`src/rtl/cellprot_pkg.sv`:
```
package cellprot_pkg;

  typedef enum logic [2:0] {
    M_NORMAL  = 3'd0,
    M_OVCHG   = 3'd1,
    M_OVSC    = 3'd2,
    M_DSGOC   = 3'd3,
    M_UVSLEEP = 3'd4,
    M_UVWAKE  = 3'd5,
    M_CHGOC   = 3'd6
  } mode_e;

  // Timer slots; detect slots are listed in priority order.
  localparam int T_SC  = 0;
  localparam int T_DOC = 1;
  localparam int T_UV  = 2;
  localparam int T_COC = 3;
  localparam int T_OV  = 4;
  localparam int T_OVR = 5;
  localparam int T_UVR = 6;
  localparam int T_DR  = 7;
  localparam int T_CR  = 8;
  localparam int NT    = 9;

  typedef struct packed {
    logic ov;
    logic ovr;
    logic uv;
    logic uvr;
    logic doc;
    logic sc;
    logic dr;
    logic coc;
    logic cr;
    logic charger;
    logic load;
  } flags_t;

  typedef struct packed {
    logic chg;
    logic dsg;
    logic shdn;
    logic pd;
    logic pu;
  } drive_t;

endpackage

```
`src/rtl/cellprot_qual.sv`:
```
module cellprot_qual #(
  parameter int unsigned LIMIT = 4,
  parameter int unsigned CW    = 8
) (
  input  logic clk,
  input  logic rst_n,
  input  logic arm,
  input  logic tick,
  output logic hit
);

  localparam logic [CW-1:0] LAST = CW'(LIMIT - 1);

  logic [CW-1:0] cnt_q;
  logic [CW-1:0] cnt_d;
  logic          cnt_en;

  assign hit    = arm & tick & (cnt_q == LAST);
  assign cnt_en = ~arm | tick;

  always_comb begin
    cnt_d = cnt_q;
    if (!arm)      cnt_d = '0;
    else if (hit)  cnt_d = '0;
    else           cnt_d = cnt_q + 1'b1;
  end

  always_ff @(posedge clk or negedge rst_n) begin
    if (!rst_n)      cnt_q <= '0;
    else if (cnt_en) cnt_q <= cnt_d;
  end

endmodule

```
`src/rtl/cellprot_fsm.sv`:
```
module cellprot_fsm
  import cellprot_pkg::*;
(
  input  logic            clk,
  input  logic            rst_n,
  input  flags_t          flg,
  input  logic [NT-1:0]   hit,
  output logic [NT-1:0]   arm,
  output mode_e           mode
);

  mode_e mode_q;
  mode_e mode_d;

  logic in_norm;
  logic in_ov;

  assign in_norm = (mode_q == M_NORMAL);
  assign in_ov   = (mode_q == M_OVCHG);

  always_comb begin
    arm        = '0;
    arm[T_SC]  = (in_norm | in_ov) & flg.sc;
    arm[T_DOC] = in_norm & flg.doc;
    arm[T_UV]  = in_norm & flg.uv;
    arm[T_COC] = in_norm & flg.coc;
    arm[T_OV]  = in_norm & flg.ov;
    arm[T_OVR] = in_ov & flg.ovr & ~flg.charger;
    arm[T_UVR] = (mode_q == M_UVWAKE) & flg.uvr;
    arm[T_DR]  = (mode_q == M_DSGOC) & flg.dr & ~flg.load;
    arm[T_CR]  = (mode_q == M_CHGOC) & flg.cr & ~flg.charger;
  end

  always_comb begin
    mode_d = mode_q;
    unique case (mode_q)
      M_NORMAL: begin
        if      (hit[T_SC])  mode_d = M_DSGOC;
        else if (hit[T_DOC]) mode_d = M_DSGOC;
        else if (hit[T_UV])  mode_d = M_UVSLEEP;
        else if (hit[T_COC]) mode_d = M_CHGOC;
        else if (hit[T_OV])  mode_d = M_OVCHG;
      end
      M_OVCHG: begin
        if      (hit[T_SC])  mode_d = M_OVSC;
        else if (hit[T_OVR]) mode_d = M_NORMAL;
      end
      M_OVSC: begin
        if (!flg.load && !flg.sc) mode_d = M_OVCHG;
      end
      M_DSGOC: begin
        if (hit[T_DR]) mode_d = M_NORMAL;
      end
      M_UVSLEEP: begin
        if (flg.charger) mode_d = M_UVWAKE;
      end
      M_UVWAKE: begin
        if (hit[T_UVR]) mode_d = M_NORMAL;
      end
      M_CHGOC: begin
        if (hit[T_CR]) mode_d = M_NORMAL;
      end
      default: mode_d = M_NORMAL;
    endcase
  end

  always_ff @(posedge clk or negedge rst_n) begin
    if (!rst_n) mode_q <= M_NORMAL;
    else        mode_q <= mode_d;
  end

  assign mode = mode_q;

endmodule

```
`src/rtl/cellprot_outmap.sv`:
```
module cellprot_outmap
  import cellprot_pkg::*;
(
  input  mode_e  mode,
  input  logic   inhibit,
  output drive_t drv
);

  drive_t base;

  always_comb begin
    unique case (mode)
      M_NORMAL:  base = '{chg: 1'b1, dsg: 1'b1, shdn: 1'b0, pd: 1'b0, pu: 1'b0};
      M_OVCHG:   base = '{chg: 1'b0, dsg: 1'b1, shdn: 1'b0, pd: 1'b0, pu: 1'b0};
      M_OVSC:    base = '{chg: 1'b0, dsg: 1'b0, shdn: 1'b0, pd: 1'b1, pu: 1'b0};
      M_DSGOC:   base = '{chg: 1'b1, dsg: 1'b0, shdn: 1'b0, pd: 1'b1, pu: 1'b0};
      M_UVSLEEP: base = '{chg: 1'b1, dsg: 1'b0, shdn: 1'b1, pd: 1'b0, pu: 1'b1};
      M_UVWAKE:  base = '{chg: 1'b1, dsg: 1'b0, shdn: 1'b0, pd: 1'b0, pu: 1'b0};
      M_CHGOC:   base = '{chg: 1'b0, dsg: 1'b1, shdn: 1'b0, pd: 1'b0, pu: 1'b0};
      default:   base = '{chg: 1'b1, dsg: 1'b1, shdn: 1'b0, pd: 1'b0, pu: 1'b0};
    endcase
  end

  always_comb begin
    drv     = base;
    drv.chg = base.chg & ~inhibit;
  end

endmodule

```
`src/rtl/cellprot_ctrl.sv`:
```
module cellprot_ctrl
  import cellprot_pkg::*;
#(
  parameter int unsigned SC_TICKS  = 200,
  parameter int unsigned DOC_TICKS = 12,
  parameter int unsigned UV_TICKS  = 20,
  parameter int unsigned COC_TICKS = 16,
  parameter int unsigned OV_TICKS  = 1000,
  parameter int unsigned OVR_TICKS = 16,
  parameter int unsigned UVR_TICKS = 1100,
  parameter int unsigned DR_TICKS  = 4,
  parameter int unsigned CR_TICKS  = 4
) (
  input  logic clk,
  input  logic rst_n,
  input  logic ms_tick,
  input  logic us_tick,
  input  logic ov_trip,
  input  logic ov_clear,
  input  logic uv_trip,
  input  logic uv_clear,
  input  logic doc_trip,
  input  logic short_trip,
  input  logic doc_clear,
  input  logic coc_trip,
  input  logic coc_clear,
  input  logic low_cell,
  input  logic charger_on,
  input  logic load_on,
  output logic chg_en,
  output logic dsg_en,
  output logic shutdown,
  output logic cs_pulldown,
  output logic cs_pullup
);

  localparam int unsigned LIM [NT] = '{SC_TICKS, DOC_TICKS, UV_TICKS, COC_TICKS,
                                       OV_TICKS, OVR_TICKS, UVR_TICKS, DR_TICKS,
                                       CR_TICKS};
  localparam bit FAST [NT] = '{1'b1, 1'b0, 1'b0, 1'b0, 1'b0, 1'b0, 1'b1, 1'b0, 1'b0};

  function automatic int unsigned lim_max();
    int unsigned m = 1;
    for (int i = 0; i < NT; i++) if (LIM[i] > m) m = LIM[i];
    return m;
  endfunction

  localparam int unsigned CW = $clog2(lim_max() + 1);

  // Reset: asynchronous assert, two-flop synchronous release
  logic rst_meta;
  logic rst_q;

  always_ff @(posedge clk or negedge rst_n) begin
    if (!rst_n) begin
      rst_meta <= 1'b0;
      rst_q    <= 1'b0;
    end else begin
      rst_meta <= 1'b1;
      rst_q    <= rst_meta;
    end
  end

  flags_t        flg;
  logic [NT-1:0] arm;
  logic [NT-1:0] hit;
  mode_e         mode_q;
  drive_t        drv;

  assign flg = '{ov: ov_trip, ovr: ov_clear, uv: uv_trip, uvr: uv_clear,
                 doc: doc_trip, sc: short_trip, dr: doc_clear, coc: coc_trip,
                 cr: coc_clear, charger: charger_on, load: load_on};

  for (genvar g = 0; g < NT; g++) begin : g_qual
    logic tk;
    if (FAST[g]) begin : g_us
      assign tk = us_tick;
    end else begin : g_ms
      assign tk = ms_tick;
    end
    cellprot_qual #(.LIMIT(LIM[g]), .CW(CW)) u_qual (
      .clk   (clk),
      .rst_n (rst_q),
      .arm   (arm[g]),
      .tick  (tk),
      .hit   (hit[g])
    );
  end

  cellprot_fsm u_fsm (
    .clk   (clk),
    .rst_n (rst_q),
    .flg   (flg),
    .hit   (hit),
    .arm   (arm),
    .mode  (mode_q)
  );

  cellprot_outmap u_out (
    .mode    (mode_q),
    .inhibit (low_cell),
    .drv     (drv)
  );

  assign chg_en      = drv.chg;
  assign dsg_en      = drv.dsg;
  assign shutdown    = drv.shdn;
  assign cs_pulldown = drv.pd;
  assign cs_pullup   = drv.pu;

endmodule

```
`config.mk`:
```
export PLATFORM = sky130hd
export DESIGN_NAME = cellprot_ctrl
export DESIGN_NICKNAME = d
export VERILOG_FILES = /design/src/rtl/cellprot_pkg.sv /design/src/rtl/cellprot_qual.sv /design/src/rtl/cellprot_fsm.sv /design/src/rtl/cellprot_outmap.sv /design/src/rtl/cellprot_ctrl.sv
export SDC_FILE = /design/constraint.sdc
export NUM_CORES = 1
export LEC_CHECK = 0
export ABC_AREA = 1
export BUFFER_PORTS_ARGS = -buffer_cell sky130_fd_sc_hd__buf_2
export CAP_MARGIN = 30
export CELL_PAD_IN_SITES_DETAIL_PLACEMENT = 1
export CELL_PAD_IN_SITES_GLOBAL_PLACEMENT = 2
export CORE_MARGIN = 5
export CORE_UTILIZATION = 40
export DETAILED_ROUTE_END_ITERATION = 7
export MAX_ROUTING_LAYER = met4
export PLACE_DENSITY_LB_ADDON = 0.1
export SETUP_SLACK_MARGIN = 0.15
export SLEW_MARGIN = 5
export SYNTH_ARGS = -nofsm -noshare
export SYNTH_HDL_FRONTEND = slang
export SYNTH_SLANG_ARGS = --single-unit
```
`constraint.sdc`:
```
create_clock -name clk -period 6.34 [get_ports clk]
set_input_delay 0.634 -clock clk [delete_from_list [all_inputs] [get_ports clk]]
set_output_delay 0.634 -clock clk [all_outputs]
set_load 0.005 [all_outputs]
```
==> metrics.txt <==
io pins 21; P_leak 0.002840 µW; Buffers on Ports 20; Tcrit/Tclk final between 30% and 40%; status completed; switch share just over 30%; Avg Cell Area, Syn 7.496 µm²; GR Overflow Total 0; Hold-fix buffers, CTS 0; fmax between 0.4 and 0.5 GHz; GRT Overall Usage 19.26%; synth warn 0; syn_nets about 820; Pint between 1000 and 1500 µW; DRT iter0 DRCs 214; filler instances about 1,800; Final Hold Vio Count 0; vias about 5,300; Starting Density between 40% and 50%; Num Clock Sinks roughly 100; sequential-to-total area share from yosys stat 43.62%; synth unique cells 36; final WL between 15,000 and 20,000 µm; Yosys reg bits around 100; Slew Limit Headroom between 40 and 50%; crit start category register; row count 44; crit path kind reg -> out; global-route wire length before repair ~27,000 µm; NetSw roughly 470 µW; pwr/cell area about 230 nW/µm²; Clock Latency Late Sink 360 ps; Area growth syn-to-layout 9.981%; Post-Place Cells roughly 1,000; commonest non-fill, non-tap cell in the layout nand2_1; Max clock buf depth 2; Non-Filler Instances about 1,000; Mapped Area 5967 µm²; Placer Congestion roughly 0.84; Via-to-Cell Ratio approximately 5.3; count of final max-slew check failures 0; Worst Skew about 10 ps; Synth top area share ~44%; Period minus WS final about 2300 ps; vias in the first global route about 5,600; CTS Buf Count 9; RSZ-0062 raised after global routing false; Root Driver clkbuf_16; max cap viols 0; Crit path required time 5710 ps; CTS tree built; H-tree levels 3; pin count of the biggest net entering global routing 64; Worst-path clk slew 70 ps; synth top area cells dfrtp_1 44%, nand2_1 12%, inv_1 6.4%; setup TNS 0 ps; layout cell share with drive strength beyond 1 slightly above 8%; worst path arrival time between 1500 and 2000 ps; NumNets Final 848; Hold Crit Class in -> async; wire length per cell after detailed routing around 16 µm; post-synthesis cell count between 700 and 800; CORE AREA roughly 15,000 µm²; Die Span Y roughly 130 µm; Setup Viol. Count Final 0; Antenna Nets Post-Route 0; Yosys top cell by area dfrtp_1; Chip Width between 100 and 150 µm; DRC Markers 0; crit-path max FO 8; CP endpoint kind output pin; die area ~17,000 µm²; Flop pwr share between 40% and 50%; Comb power frac between 10% and 20%; worst vdd ir between 0.00015 and 0.0002 V; post-CTS setup buffer count 0; Slew @ Worst Pin between 800 and 900 ps; First-pass DRT Iterations 4; post-CTS resize count 0; most frequent cells in the layout 183 x nand2_1, 103 x dfrtp_1, 102 x inv_1, 101 x nor2_1, 61 x nand3_1; detailed placement HPWL about 12,000 µm; Clk pwr share 36.2%; initial antenna violation count 1
[flip-flops by register name, summed over array words and instances (netlist names)]
| register | cells |
|---|---|
| g_qual.u_qual.cnt_q | 99 |
| rst_q | 1 |
| rst_meta | 1 |
| u_fsm.mode | 3 |
[power by group through the flow]
stage	Clock [µW]	Combinational [µW]	Sequential, µW
4_1_cts	568	255	717
3_5_place_dp	0	254	730
6_report	548	251	717
3_3_place_gp	0	245	728
2_1_floorplan	0	180	721
5_1_grt	597	285	722
[routing by layer]
layer,global-route usage (%),share of wire [%],up-vias
met2,32.09,49,55
li1,-,-,2678
met1,23.76,47,2595
met5,-,0,-
met4,6.457,1.9,0
met3,3.282,2.3,20
[layout make-up]
class	instances	area, µm²	area share (%)
sequential	104	2606	39.71
clock buffer	12	256.5	3.908
multi-input combinational	577	2914	44.40
antenna	1	2.502	0.03813
tap	184	230.2	3.508
clock inverter	4	28.78	0.4385
timing repair buffer	22	115.1	1.754
inverter	109	409.1	6.235
[kinds of logic after synthesis]
group                    synth area share, %
buffers and inverters                  7.549
AND/OR/NAND/NOR                        29.59
AO/OA/AOI/OAI                          13.48
flip-flops                             43.62
adder cells (fa/ha/maj)                1.887
other                                0.06285
XOR/XNOR                               3.816
[Yosys cell counts]
master and count:
nor2_1 101, xnor2_1 4, xor2_1 22, a22o_1 4
o31ai_1 7, nand3_1 61, nor3_4 1, nand3_2 2
a21oi_1 19, nor2_4 2, ha_1 9, o21ai_2 2
a21boi_1 1, a32o_1 1, o21bai_1 3, nand2_1 183
buf_4 2, buf_6 1, or2_2 2, a31oi_1 5
nor4b_1 1, nor2_2 7, nor3_2 4, o22ai_1 34
buf_2 3, nor4_1 7, nand2_2 3, o32ai_1 4
dfrtp_1 104, conb_1 1, o21ai_1 8, o21ai_0 49
inv_1 102, nand4_1 14, nor3_1 16, inv_2 7
[critical path: stages, from the launching register on]
cell	delay, ps
dfrtp_1	530
inv_2	130
nand3_1	170
inv_1	80
nor3_1	240
buf_2	180
[stage by stage]
step	hold WS [ps]	total power, µW	setup WS [ps]	cell area (µm²)	utilization (%)
3_3_place_gp	333.8	972.7	4208	6267	42.96
2_1_floorplan	331.2	901.5	3228	5967	-
3_5_place_dp	339.2	983.8	4242	6275	43.01
6_report	49.98	1517	4035	6563	44.98
5_1_grt	27.27	1604	3913	6563	44.98
4_1_cts	37.07	1539	4008	6560	44.97
[final timing paths]
kind                                                            start                                     to  slack (ps)  cells after the start
worst max-delay path                        u_fsm.mode[2]$_DFFE_PN0P_                                 chg_en        4030                      5
worst min-delay path                                            rst_n                        rst_q$_DFF_PN0_          50                      1
worst max register to register  g_qual[0].u_qual.cnt_q[0]$_DFFE_PN0P_  g_qual[0].u_qual.cnt_q[8]$_DFFE_PN0P_        4380                      7
worst min register to register                        rst_q$_DFF_PN0_  g_qual[4].u_qual.cnt_q[7]$_DFFE_PN0P_         320                      0
max in group asynchronous                             rst_q$_DFF_PN0_  g_qual[7].u_qual.cnt_q[7]$_DFFE_PN0P_        4790                      1
min in group clk                                   rst_meta$_DFF_PN0_                        rst_q$_DFF_PN0_         370                      0
No activity file was read; power rests on OpenSTA's default activity.
